[src/rtl/adc_win_pkg.sv]
package adc_win_pkg;

    typedef enum logic [1:0] {
        LOC_CTRL = 2'd0,
        LOC_ID   = 2'd1,
        LOC_LO   = 2'd2,
        LOC_HI   = 2'd3
    } reg_loc_e;

    localparam int N_REL = 5;

    // relation select bits, order matches control bits 6:2
    localparam int REL_INSIDE = 0;
    localparam int REL_UP_GE  = 1;
    localparam int REL_UP_LT  = 2;
    localparam int REL_LO_GE  = 3;
    localparam int REL_LO_LT  = 4;

    typedef struct packed {
        logic             en;
        logic             gie;
        logic [N_REL-1:0] rel;
    } ctrl_t;

endpackage

[src/rtl/adc_win_rel.sv]
module adc_win_rel
    import adc_win_pkg::*;
#(
    parameter int DATA_W = 32,
    parameter int LIM_W  = 16
) (
    input  logic              clk,
    input  logic              rst_n,
    input  logic [DATA_W-1:0] data,
    input  logic [LIM_W-1:0]  lim_lo,
    input  logic [LIM_W-1:0]  lim_hi,
    input  logic [N_REL-1:0]  rel_en,
    output logic              hit
);
    localparam int PAD_W = DATA_W - LIM_W;

    logic [DATA_W-1:0] lo_ext;
    logic [DATA_W-1:0] hi_ext;
    logic [N_REL-1:0]  rel_true;
    logic [N_REL-1:0]  rel_sel;

    assign lo_ext = {{PAD_W{1'b0}}, lim_lo};
    assign hi_ext = {{PAD_W{1'b0}}, lim_hi};

    always_comb begin
        rel_true             = '0;
        rel_true[REL_INSIDE] = (data > lo_ext) && (data < hi_ext);
        rel_true[REL_UP_GE]  = (data >= hi_ext);
        rel_true[REL_UP_LT]  = (data < hi_ext);
        rel_true[REL_LO_GE]  = (data >= lo_ext);
        rel_true[REL_LO_LT]  = (data < lo_ext);
    end

    for (genvar g = 0; g < N_REL; g++) begin : g_sel
        assign rel_sel[g] = rel_true[g] & rel_en[g];
    end

    assign hit = |rel_sel;

    AST_NO_REL_NO_HIT: assert property (@(posedge clk) disable iff (!rst_n)
        (rel_en == '0) |-> !hit);

endmodule

[src/rtl/adc_win_gate.sv]
module adc_win_gate #(
    parameter int ID_W      = 6,
    parameter int MON_COUNT = 8
) (
    input  logic            valid,
    input  logic            enabled,
    input  logic [ID_W-1:0] id,
    input  logic            rel_hit,
    output logic            take
);
    localparam logic [ID_W:0] MON_LIM = MON_COUNT[ID_W:0];

    logic watched;

    assign watched = ({1'b0, id} < MON_LIM);
    assign take    = valid && enabled && watched && rel_hit;

endmodule

[src/rtl/adc_win_rdmux.sv]
module adc_win_rdmux
    import adc_win_pkg::*;
#(
    parameter int REG_W = 32,
    parameter int ID_W  = 6,
    parameter int LIM_W = 16
) (
    input  logic [1:0]       addr,
    input  ctrl_t            ctrl,
    input  logic             flag,
    input  logic [ID_W-1:0]  id,
    input  logic [LIM_W-1:0] lim_lo,
    input  logic [LIM_W-1:0] lim_hi,
    output logic [REG_W-1:0] rdata
);
    localparam int CTRL_W = 3 + N_REL;

    always_comb begin
        rdata = '0;
        unique case (reg_loc_e'(addr))
            LOC_CTRL: rdata[CTRL_W-1:0] = {flag, ctrl.rel, ctrl.gie, ctrl.en};
            LOC_ID:   rdata[ID_W-1:0]   = id;
            LOC_LO:   rdata[LIM_W-1:0]  = lim_lo;
            LOC_HI:   rdata[LIM_W-1:0]  = lim_hi;
            default:  rdata = '0;
        endcase
    end

endmodule

[src/rtl/adc_win_cmp.sv]
module adc_win_cmp
    import adc_win_pkg::*;
#(
    parameter int DATA_W    = 32,
    parameter int LIM_W     = 16,
    parameter int ID_W      = 6,
    parameter int MON_COUNT = 8,
    parameter int REG_W     = 32
) (
    input  logic              clk,
    input  logic              rst_n,
    input  logic              res_valid,
    input  logic [DATA_W-1:0] res_data,
    input  logic [ID_W-1:0]   res_id,
    input  logic              reg_wr,
    input  logic              reg_rd,
    input  logic [1:0]        reg_addr,
    input  logic [REG_W-1:0]  reg_wdata,
    output logic [REG_W-1:0]  reg_rdata,
    output logic              irq
);
    localparam int CTRL_W = 2 + N_REL;

    typedef struct packed {
        ctrl_t            ctrl;
        logic             flag;
        logic [ID_W-1:0]  id;
        logic [LIM_W-1:0] lo;
        logic [LIM_W-1:0] hi;
    } state_t;

    state_t st_q;
    state_t st_d;

    logic rel_hit;
    logic take;
    logic id_read;
    logic ctl_wr;
    logic unused_wbits;

    assign unused_wbits = ^reg_wdata[REG_W-1:CTRL_W];
    assign id_read = reg_rd && (reg_loc_e'(reg_addr) == LOC_ID);
    assign ctl_wr  = reg_wr && (reg_loc_e'(reg_addr) == LOC_CTRL);

    adc_win_rel #(
        .DATA_W (DATA_W),
        .LIM_W  (LIM_W)
    ) u_rel (
        .clk    (clk),
        .rst_n  (rst_n),
        .data   (res_data),
        .lim_lo (st_q.lo),
        .lim_hi (st_q.hi),
        .rel_en (st_q.ctrl.rel),
        .hit    (rel_hit)
    );

    adc_win_gate #(
        .ID_W      (ID_W),
        .MON_COUNT (MON_COUNT)
    ) u_gate (
        .valid   (res_valid),
        .enabled (st_q.ctrl.en),
        .id      (res_id),
        .rel_hit (rel_hit),
        .take    (take)
    );

    adc_win_rdmux #(
        .REG_W (REG_W),
        .ID_W  (ID_W),
        .LIM_W (LIM_W)
    ) u_rdmux (
        .addr   (reg_addr),
        .ctrl   (st_q.ctrl),
        .flag   (st_q.flag),
        .id     (st_q.id),
        .lim_lo (st_q.lo),
        .lim_hi (st_q.hi),
        .rdata  (reg_rdata)
    );

    always_comb begin
        st_d = st_q;
        if (reg_wr) begin
            unique case (reg_loc_e'(reg_addr))
                LOC_CTRL: begin
                    st_d.ctrl.en  = reg_wdata[0];
                    st_d.ctrl.gie = reg_wdata[1];
                    st_d.ctrl.rel = reg_wdata[CTRL_W-1:2];
                end
                LOC_LO:  st_d.lo = reg_wdata[LIM_W-1:0];
                LOC_HI:  st_d.hi = reg_wdata[LIM_W-1:0];
                default: ;
            endcase
        end
        if (!st_d.ctrl.en) begin
            st_d.flag = 1'b0;
        end else if (take) begin
            st_d.flag = 1'b1;
            if (!st_q.flag || id_read) begin
                st_d.id = res_id;
            end
        end else if (id_read) begin
            st_d.flag = 1'b0;
        end
    end

    always_ff @(posedge clk or negedge rst_n) begin
        if (!rst_n) begin
            st_q <= '0;
        end else begin
            st_q <= st_d;
        end
    end

    assign irq = st_q.flag && st_q.ctrl.gie;

    AST_OFF_NO_FLAG: assert property (@(posedge clk) disable iff (!rst_n)
        !st_q.ctrl.en |-> !st_q.flag);

    AST_HIT_SETS: assert property (@(posedge clk) disable iff (!rst_n)
        (take && !(ctl_wr && !reg_wdata[0])) |=> st_q.flag);

    AST_ID_FROZEN: assert property (@(posedge clk) disable iff (!rst_n)
        (st_q.flag && !id_read) |=> $stable(st_q.id));

    AST_READ_CLEARS: assert property (@(posedge clk) disable iff (!rst_n)
        (id_read && !take) |=> !st_q.flag);

    AST_IRQ_NEEDS_FLAG: assert property (@(posedge clk) disable iff (!rst_n)
        irq |-> (st_q.flag && st_q.ctrl.gie));

endmodule

[config.mk]
export PLATFORM = sky130hd
export DESIGN_NAME = adc_win_cmp
export DESIGN_NICKNAME = d
export VERILOG_FILES = /design/src/rtl/adc_win_pkg.sv /design/src/rtl/adc_win_rel.sv /design/src/rtl/adc_win_gate.sv /design/src/rtl/adc_win_rdmux.sv /design/src/rtl/adc_win_cmp.sv
export SDC_FILE = /design/constraint.sdc
export NUM_CORES = 1
export LEC_CHECK = 0
export BUFFER_PORTS_ARGS = -buffer_cell sky130_fd_sc_hd__buf_2
export CAP_MARGIN = 20
export CORE_MARGIN = 1.5
export CORE_UTILIZATION = 35
export DETAILED_ROUTE_END_ITERATION = 8
export GPL_ROUTABILITY_DRIVEN = 0
export SYNTH_ARGS = -nofsm -noshare
export SYNTH_HDL_FRONTEND = slang
export SYNTH_SLANG_ARGS = --single-unit
[constraint.sdc]
create_clock -name clk -period 3.1 [get_ports clk]
set_input_delay 0.155 -clock clk [delete_from_list [all_inputs] [get_ports clk]]
set_output_delay 0.155 -clock clk [all_outputs]
set_load 0.05 [all_outputs]
==> out/summary.md, run 1 <==
In this run, CTS created clock tree buffers numbering 5. The pin count of the biggest net entering global routing was 47; the first-pass GRT wire length was 11,300 um. Counting flops with a built-in enable in the synthesized netlist gives 0. The internal portion of the total power is 1170 uW.

Walking the worst path, the cells encountered are inv_1, ha_1, nor2b_1, o211ai_1, a2111o_1, a31oi_1, o221ai_1, a31o_2, nor3b_4, mux2_2. Measured along the y axis, the die boundary spans 97.1 um. For this design, the sink count on the clock tree is 46. The total power per unit cell area is 512 nW/um^2. Dividing the detail-routed wire length by the instance count gives 14.5 um. The floorplan has 34 rows. In this run the post-CTS setup repair buffer count came out at 0. Data arrives at the worst endpoint at 3.11 ns.

Post-route fraction of the period consumed by the critical path: 0.934. Combinational share of power: 0.373. The flip-flop count of the largest register after layout was 46; the number of antenna violations at the first check in global routing was 0. The core region is 8640 sq um.

The fraction of layout instances using a drive strength above 1 is 0.390, and the placed instance count is 467. The via count of the routed design was 2,355. The fraction of power spent switching nets is 0.380, and the via count of the first global-routing pass is 2,413. VDD sags by at most 0.219 mV. Counting distinct cell types in the post-synthesis netlist gives 43. The mean area per synthesized cell came out at 10.8 sq um.

The die is 97.1 um wide. More flip-flops sit in one register than any other, and that register is st_q. The run gives 0 ns as the setup TNS after final layout. Number of buffers and inverters on the critical path: 1. TritonCTS built the clock tree. After clock tree synthesis, the clock-pin slew on the worst setup and hold paths is 0.10 ns. The tool flagged a number of max-cap violations equal to 0. Yosys printed 0 warnings. The run gives 5410 um as the HPWL after detailed placement. The most frequent standard cell in the layout excluding fill and tap cells was buf_2. The logs give 0.150 for the total track usage and 0 for the hold violation count in the final report. Setup violations remaining at the end of the flow were counted as 0.

The critical path in this run is classified as reg2reg. Final net count: 477. The top cell family by delay on the critical path is compound AO/OA/AOI/OAI gates. The die covers 9420 sq um. The violation count after the first detailed-route iteration came out at 62.

Among all flip-flop cells after synthesis, the most frequent one is dfrtp_1. After detailed routing, the total wire length is 6930 um. The async set or reset register ratio after synthesis was 1.00. In this run the count of I/O pins placed on the die edge is 110.

Setup repair after global routing left no endpoint under its margin. The largest single stage delay on the critical path is 0.41 ns. In this run the power spent charging and discharging nets is 717 uW. The area growth from synthesis to layout is 18.9%. The flow ran to the end, and the final reports show no timing, DRC or antenna violations. For the required time at the endpoint of the critical path, the log shows 3.31 ns.

The maximum fanout along the worst path is 6, and the count of cells resized by post-cts repair is 0. Summed over all cells, the static leakage comes to 0.00188 uW. The worst setup path is launched from a register.

The synthesized cell area was 3100 sq um. For this run, the detailed router's first-pass iteration total came to 4. The sequential-to-total area share from yosys stat was 0.372. The repair_antennas step left the layout with diodes totalling 0.

For the aggregate global routing overflow, the log shows 0. The logs give 0 for the count of pins over their slew limit and 0.0155 ns for the setup skew after layout. The synthesized instance count came out at 286.

The tools report the clock network power share as 0.212. During placement, the flow inserted port buffers numbering 77. The worst hold-check path type was in2reg.

Counting along the longest clock path gives a buffer depth of 2. The initial core utilization came out at 0.359. CTS built an H-tree with a depth of 2. The tools report the worst hold slack as 0.0679 ns. Once detail routing completed, the nets flagged for antenna violations numbered 0. The clock reaches the later pin of the worst-skew pair after 0.31 ns. STA classifies the critical path endpoint as a register.

In this run, synthesis produced a sequential element count of 46. The slowest library cell on the worst path was a2111o_1. The logs give 0.426 for the fraction of the core area covered by cells at the end of the flow and 0.414 for the power share of the sequential group. The total DRC errors in the routed layout was 0; the number of standard cells in the final layout excluding fillers was 477. The CTS root buffer was clkbuf_8. Derived from the worst setup path, the maximum achievable clock frequency is 345 MHz.

The largest registers in the layout are st_q: 46 flops. The library cells used most frequently in the layout, excluding fill and tap cells, are buf_2, dfrtp_1, mux2_2. Dividing the detail-routed via count by the number of cells gives 4.94. The run gives 0 as the cts-stage hold buffer count. The final critical delay including setup and external delays was 2.90 ns.
-- synthesized netlist by cell type (2+ instances only) --
cell	n	area [sq um]
o21ai_0	10	50.1
nand2_1	11	41.3
a22o_1	2	17.5
mux2_2	39	439
buf_4	16	120
nand4_1	6	37.5
nor2b_1	10	62.6
mux2i_1	9	90.1
and2_1	2	12.5
nor4_1	5	31.3
nand3_1	3	15.0
mux4_2	6	135
inv_1	35	131
a21o_1	4	30.0
nor2_1	5	18.8
a21oi_1	13	65.1
and2b_2	3	26.3
dfrtp_1	46	1150
ha_1	32	400
clkbuf_1	6	22.5
-- per-stage QoR --
step / power (uW) / worst slack (ns) / instance area (sq um)
4_1_cts: 1900 / 0.260 / 3650
2_1_floorplan: 1330 / 0.546 / 3150
3_5_place_dp: 1500 / 0.272 / 3560
5_1_grt: 2010 / 0.128 / 3680
3_3_place_gp: 1480 / 0.322 / 3560
6_report: 1890 / 0.204 / 3680
-- per-layer routing --
metal / vias to the layer above / global-route usage / wire [um]
met4: 0 / 0.0457 / 86
met1: 1134 / 0.199 / 3120
met2: 63 / 0.252 / 3370
met3: 7 / 0.0266 / 346
li1: 1151 / - / -
met5: - / 0 / 0
-- logic make-up after synthesis --
kind of cell             count (synthesis)  synth area share
other                                    1           0.00121
AO/OA/AOI/OAI                           41            0.0877
flip-flops                              46             0.372
AND/OR/NAND/NOR                         54             0.106
adder cells (fa/ha/maj)                 32             0.129
multiplexers                            54             0.215
buffers and inverters                   58            0.0897
-- cell type report --
type	instances	area, sq um
Tap cell	108	135
Clock buffer	5	68.8
Timing Repair Buffer	83	445
Sequential cell	46	1150
Fill cell	832	4950
Multi-Input combinational cell	197	1720
Inverter	35	131
Clock inverter	3	26.3
-- worst paths after layout --
path                                 from  endpoint  slack, ns  depth (start not counted)
worst max-delay path             st_q[17]  st_q[34]       0.20                         10
worst min-delay path            res_id[0]  st_q[32]       0.07                          2
worst max register to register   st_q[17]  st_q[34]       0.20                         10
worst min register to register   st_q[37]  st_q[37]       0.51                          1
max in group asynchronous           rst_n  st_q[27]       2.44                          3
min in group asynchronous           rst_n   st_q[1]       0.19                          2
-- power by group through the flow --
| stage | clock [uW] | combinational (uW) | sequential [uW] |
|---|---|---|---|
| final | 400 | 704 | 781 |
| after global routing | 428 | 787 | 800 |
| after CTS | 411 | 709 | 782 |
| after detailed placement | 0 | 705 | 795 |
| after global placement | 0 | 690 | 790 |
| after floorplan | 0 | 559 | 769 |
Note: power is estimated with default switching activity, not from simulation.
==> run 2: changes to the inputs <==
--- a/config.mk
+++ b/config.mk
@@ -9,3 +9,3 @@
 export CAP_MARGIN = 20
-export CORE_MARGIN = 1.5
+export CORE_ASPECT_RATIO = 0.7
 export CORE_UTILIZATION = 35
==> constraint.sdc (replaced) <==
create_clock -name clk -period 3.1 [get_ports clk]
set_input_delay 0.465 -clock clk [delete_from_list [all_inputs] [get_ports clk]]
set_output_delay 0.465 -clock clk [all_outputs]
set_load 0.05 [all_outputs]
==> run 2 against run 1 <==
Effect of this change:
- via count increased by 2.1%
- combinational power increased by 1%
- clock power increased by 37%
- flip-flop and latch count unchanged
- die area decreased by 2.0%
- critical endpoint is now st_q[32]
==> out/summary.md, run 2 (synthesis results as in run 1) <==
The logs give 0.00189 uW (+0.89%) for the leakage power of the design and 0 (unchanged) for the total DRC errors in the routed layout. The number of maximum-capacitance constraint violations was 0 (unchanged). The run gives 0.649 as the worst-case headroom to the max-slew limit. The count of pins over their slew limit is 0 (unchanged). The worst register-to-register path ends at st_q[32]. The tools report the via count of the first global-routing pass as 2,306 (-4.4%). The clock-pin slew reported for the worst setup and hold paths after clock tree synthesis works out to 0.07 ns (-0.03 ns).

The highest metal layer carrying signal wires in the routed design is met4. STA classifies the critical path endpoint as a register. The area occupied by registers came out at 1150 sq um (unchanged). The clock buffer count from CTS was 5 (unchanged).

The run gives 0.364 (+0.00516) as the initial core utilization. The startpoint identified for the worst register-to-register timing path is st_q[17]. Worst hold-check path type: in2async. The largest stage delay on the critical path was 0.43 ns (+0.02 ns). The CTS root buffer is clkbuf_16.

The maximum fanout along the worst path works out to 6 (unchanged). The run gives 3.28 ns (-0.03 ns) as the required time at the endpoint of the critical path. For the die area, the log shows 9230 sq um (-2.0%). The post-route fraction of the period consumed by the critical path is 0.909 (-0.0251), and the clock latency on the worst-skew pair is 0.29 ns (-0.02 ns). Pin count of the biggest net entering global routing: 47 (unchanged).

The CTS sink count came out at 46 (unchanged). The number of top-level design ports is 110 (unchanged), and the standard-cell row count is 28 (-18%). The number of levels in the clock H-tree is 2 (unchanged).

The run gives 850 (+2.2%) as the number of fill cells in the layout. The tools report the maximum clock rate as 355 MHz (+2.8%). The setup skew after layout was 0.00629 ns (-0.00922 ns). The tools report the setup TNS after final layout as 0 ns (unchanged). The routed length per placed instance is 15.3 um (+5.3%), and the maximum clock path buffer count is 2 (unchanged).

The run gives 0.250 mV (+14%) as the worst IR drop on VDD. The signal on the critical path passes through inv_1, ha_1, nor2b_1, o211ai_1, a2111o_1, a31oi_1, o221ai_1, a31o_2, nor3b_4, mux2_2. The run gives 3740 sq um (+1.6%) as the cell area after layout.

The die height works out to 80.7 um (-17%). The area after detailed placement is 3570 sq um (+0.42%). The post-CTS setup buffer count is 0 (unchanged). The area of the core was 8510 sq um (-1.4%); the fraction of the core area covered by cells at the end of the flow was 0.440 (+0.0132).

The logs give 0.28 ns (+0.08 ns) for the minimum setup slack among reg-to-reg paths and 3190 um (-5.3%) for the detailed-routed wire length on met2. The run gives 0 (unchanged) as the antenna diode count. At the pin with the least slew margin, the transition time is 0.527 ns. The flow ran to the end, and the final reports show no timing, DRC or antenna violations. The tools report the violation count after the first detailed-route iteration as 99 (+60%). The flip-flop count of the largest register after layout works out to 46 (unchanged).

Final net count: 476 (-0.21%). TritonCTS built the clock tree. The signed area change from the synthesized netlist to the final layout was 20.8%. The logs give 11,800 um (+4.6%) for the first-pass GRT wire length and 5860 um (+8.4%) for the HPWL after detailed placement. Signal arrival time at the worst endpoint: 3.00 ns (-0.11 ns).

In the final layout, the registers with the most flip-flops are st_q: 46 flops. Worst-case reg-to-reg path depth: 10 (unchanged). The tools report the cts-stage hold buffer count as 0 (unchanged).

For the via count of the routed design, the log shows 2,405 (+2.1%). The total power per unit cell area is 547 nW/um^2 (+6.8%). The die extent in x works out to 114 um (+18%). The logic depth of the worst setup path including buffers was 10 (unchanged). The hold violation count in the final report was 0 (unchanged). For the met3 wirelength from detailed routing, the log shows 377 um (+9.0%).

The number of buffer cells added on primary ports works out to 77 (unchanged). st_q holds more flip-flops than any other register. The total length of routed wires was 7460 um (+7.7%).

The fraction of layout instances using a drive strength above 1 came out at 0.391 (+0.00106). The largest individual stage delay along the critical path comes from the cell a2111o_1. The worst setup path is launched from a register. Capturing instance or port of the critical path: st_q[32].

The run gives 3830 um (+23%) as the met1 wire length. Setup repair after global routing left no endpoint under its margin. The number of buffers and inverters on the critical path is 1 (unchanged). In the layout the commonest cells are buf_2, dfrtp_1, mux2_2. The top cell family by delay on the critical path was compound AO/OA/AOI/OAI gates.

The run gives 0 (unchanged) as the number of antenna violations at the first check in global routing. The tools report the count of cells resized by post-cts repair as 0 (unchanged). The final critical delay including setup and external delays works out to 2.82 ns (-0.0777 ns). The multi-input combinational cell area is 1720 sq um (unchanged).

The number of nets still failing antenna checks after routing came out at 0 (unchanged). The origin of the worst setup path is st_q[17]. The first-pass detailed-route iteration total is 4 (unchanged). The critical path in this run is classified as reg2reg. The ratio of routed vias to standard cells works out to 4.93 (-0.18%). Leaving out fill and tap cells, the most frequent cell in the layout is buf_2. The final setup violation count was 0 (unchanged); the aggregate global routing overflow was 0 (unchanged).

For the total track usage, the log shows 0.173 (+0.0226).
run 2: cell count changes in the layout (fill, tap and decap cells not counted), sizes merged:
cell and change:
inv -2, clkinv +1, dlygate4sd3 -1, clkinvlp +1
run 2: cell type report:
class,count,area share
sequential,46,0.308
clock inverter,3,0.00669
clock buffer,5,0.0334
tap,120,0.0401
timing repair buffer,82,0.116
multi-input combinational,197,0.461
inverter,35,0.0351
run 2: worst min-delay path by stage:
stage,depth (start not counted),start,slack [ns],endpoint
2_1_floorplan,0,rst_n,0.17,st_q[0]
4_1_cts,2,res_id[1],0.40,st_q[33]
3_3_place_gp,1,st_q[22],0.49,st_q[22]
6_report,1,rst_n,0.14,st_q[33]
3_5_place_dp,1,st_q[37],0.49,st_q[37]
5_1_grt,1,rst_n,0.16,st_q[17]
run 2: per-layer routing:
layer  vias up  track usage
met4         0       0.0390
met1      1172        0.247
li1       1154            -
met2        75        0.264
met5         -            0
met3         4       0.0423
run 2: metrics by stage:
stage / std cells / power, uW / setup WS [ns] / hold WS, ns
2_1_floorplan: 301 / 1330 / 0.442 / 0.169
3_3_place_gp: 479 / 1490 / 0.110 / 0.489
3_5_place_dp: 479 / 1510 / 0.0743 / 0.488
4_1_cts: 487 / 2070 / 0.274 / 0.398
5_1_grt: 488 / 2180 / 0.111 / 0.163
6_report: 488 / 2050 / 0.282 / 0.143
run 2: worst reg2reg max path, stage by stage (launching register included):
cell	delay [ns]
dfrtp_1	0.37
inv_1	0.06
ha_1	0.28
nor2b_1	0.13
o211ai_1	0.12
a2111o_1	0.43
a31oi_1	0.19
o221ai_1	0.14
a31o_2	0.29
nor3b_4	0.32
mux2_2	0.37
run 2: where the power goes:
group / switching [uW] / total [uW] / leakage, uW / internal [uW]
clock: 243 / 546 / 0.0000704 / 303
combinational: 419 / 714 / 0.00126 / 295
sequential: 80.6 / 788 / 0.000558 / 707
total: 742 / 2050 / 0.00189 / 1310
==> run 3: changes to the inputs <==
- CORE_MARGIN: default -> 2
==> run 3 against run 2 <==
Effect of this change:
- clock skew shrank 0.0032 ns
- power grew 0.65%
- sequential share of layout area shrank 0.12 points
- clock power grew 1%
- final cell count grew 0.20%
- wire length grew 2.2%
- count of clock-buffer cells in the layout is the same
- critical path depth is the same
- largest cell class unchanged
==> out/summary.md, run 3 (synthesis results as in run 1) <==
The run finished with clean final reports. The logs give 2 (unchanged) for the maximum clock path buffer count and 836 (-1.6%) for the number of fill cells in the layout. The die extent in x is 116 um (+1.7%), and the total power per unit cell area is 549 nW/um^2 (+0.24%).

The run gives 0.364 (unchanged) as the initial core utilization. The number of maximum-capacitance constraint violations came out at 0 (unchanged). The tools report the signal arrival time at the worst endpoint as 3.00 ns (about the same). For the via count of the routed design, the log shows 2,385 (-0.83%).

Leaving out fill and tap cells, the most frequent cell in the layout is buf_2. The first-pass GRT wire length was 12,000 um (+1.5%); the number of levels in the clock H-tree was 2 (unchanged). The number of antenna violations at the first check in global routing is 0 (unchanged), and the ratio of routed vias to standard cells is 4.88 (-1.0%). The setup skew after layout is 0.00313 ns (-0.00316 ns).

The run gives 0.0594 ns (-0.0149 ns) as the minimum setup slack after placement. The total track usage is 0.168 (-0.00540). Maximum fanout along the worst path: 6 (unchanged). The number of top-level design ports is 110 (unchanged), and the leakage power of the design is 0.00190 uW (+0.40%).

The clock latency on the worst-skew pair was 0.29 ns (about the same). st_q holds more flip-flops than any other register. The number of buffer cells added on primary ports came out at 77 (unchanged). The tools report the die area as 9630 sq um (+4.3%). The tools report the first-pass detailed-route iteration total as 4 (unchanged). Setup repair after global routing left no endpoint under its margin. For the antenna diode count, the log shows 0 (unchanged). The required time at the endpoint of the critical path is 3.28 ns (about the same), and the post-route fraction of the period consumed by the critical path is 0.909 (about the same). The run gives 0 (unchanged) as the count of cells resized by post-cts repair. The tools report the worst-case headroom to the max-slew limit as 0.566 (-0.0833). The tree is rooted in a clkbuf_16. The count of pins over their slew limit is 0 (unchanged), and the post-CTS setup buffer count is 0 (unchanged).

The largest registers in the layout are st_q: 46 flops. The final worst-path setup slack is 0.283 ns (+0.00110 ns). The total DRC errors in the routed layout is 0 (unchanged). The signed area change from the synthesized netlist to the final layout is 21.3%.

The endpoint class of the critical path was a register. Area of the core: 8510 sq um (unchanged). The pin count of the biggest net entering global routing came out at 47 (unchanged). Worst IR drop on VDD: 0.262 mV (+4.7%).

The via count of the first global-routing pass came out at 2,398 (+4.0%). The hold violation count in the final report came out at 0 (unchanged). The final critical delay including setup and external delays is 2.82 ns (-0.00110 ns). In the layout the commonest cells are buf_2, dfrtp_1, mux2_2. The standard-cell row count was 28 (unchanged); the clock buffer count from CTS was 5 (unchanged).

The tools report the CTS sink count as 46 (unchanged). The tools report the setup TNS after final layout as 0 ns (unchanged). The fraction of layout instances using a drive strength above 1 is 0.393 (+0.00165), and the violation count after the first detailed-route iteration is 53 (-46%).

Maximum clock rate: 355 MHz (about the same). The clock-pin slew reported for the worst setup and hold paths after clock tree synthesis works out to 0.07 ns (about the same). The tools report the HPWL after detailed placement as 5960 um (+1.8%).

Start-to-end type of the worst setup path: reg2reg. The final net count came out at 477 (+0.21%). Die height: 82.7 um (+2.5%). The total length of routed wires was 7620 um (+2.2%). TritonCTS built the clock tree. The final setup violation count was 0 (unchanged); the flip-flop count of the largest register after layout was 46 (unchanged). STA classifies the critical path startpoint as a register.

The routed length per placed instance came out at 15.6 um (+2.0%). The tightest min-delay check is of the in2async type. The aggregate global routing overflow is 0 (unchanged), and the transition time of the tightest slew-check pin is 0.652 ns (+0.125 ns). Cts-stage hold buffer count: 0 (unchanged). The number of nets still failing antenna checks after routing was 0 (unchanged).
[run 3: cell count changes in the layout (fill, tap and decap cells not counted), sizes merged]
cell,delta
buf,+1
[run 3: worst max-delay path, stage by stage (launching register included)]
cell and delay (ns):
dfrtp_1 0.37, inv_1 0.07, ha_1 0.28, nor2b_1 0.13, o211ai_1 0.09, a2111o_1 0.41
a31oi_1 0.21, o221ai_1 0.14, a31o_2 0.29, nor3b_4 0.33, mux2_2 0.38
[run 3: cell type report]
class                   count  area (sq um)  area share
multi-input cells         197          1720       0.459
flip-flops and latches     46          1150       0.306
repair buffers             83           450       0.120
well taps                 120           150      0.0400
inverters                  35           131      0.0350
clock buffers               5           125      0.0333
clock inverters             3          25.0     0.00666
[run 3: path summary, 6_finish.rpt]
check / slack (ns) / end / start / cells after the start
setup / recovery: 0.28 / st_q[33] / st_q[17] / 10
hold / removal: 0.19 / st_q[1] / rst_n / 1
setup reg to reg: 0.28 / st_q[33] / st_q[17] / 10
hold reg to reg: 0.50 / st_q[36] / st_q[36] / 1
max in group asynchronous: 2.37 / st_q[9] / rst_n / 2
min in group clk: 0.40 / st_q[34] / res_id[2] / 2
[run 3: stage by stage]
step	power (uW)	util	cell area (sq um)	std cells	hold slack [ns]
4_1_cts	2070	0.438	3730	488	0.402
3_3_place_gp	1490	0.420	3580	480	0.485
3_5_place_dp	1520	0.420	3580	480	0.489
5_1_grt	2190	0.441	3760	489	0.240
6_report	2060	0.441	3760	489	0.194
2_1_floorplan	1330	-	3150	301	0.169
[run 3: metal layers]
metal,GRT usage,wire (um),vias up,part of all wire
met1,0.234,3750,1154,0.49
li1,-,-,1152,-
met4,0.0476,85,0,0.011
met3,0.0321,401,7,0.053
met2,0.266,3380,72,0.44
met5,0,0,-,0
[run 3: power by group]
group	internal [uW]	switching, uW
logic	299	422
clock network	303	250
registers	707	79.8
total	1310	751
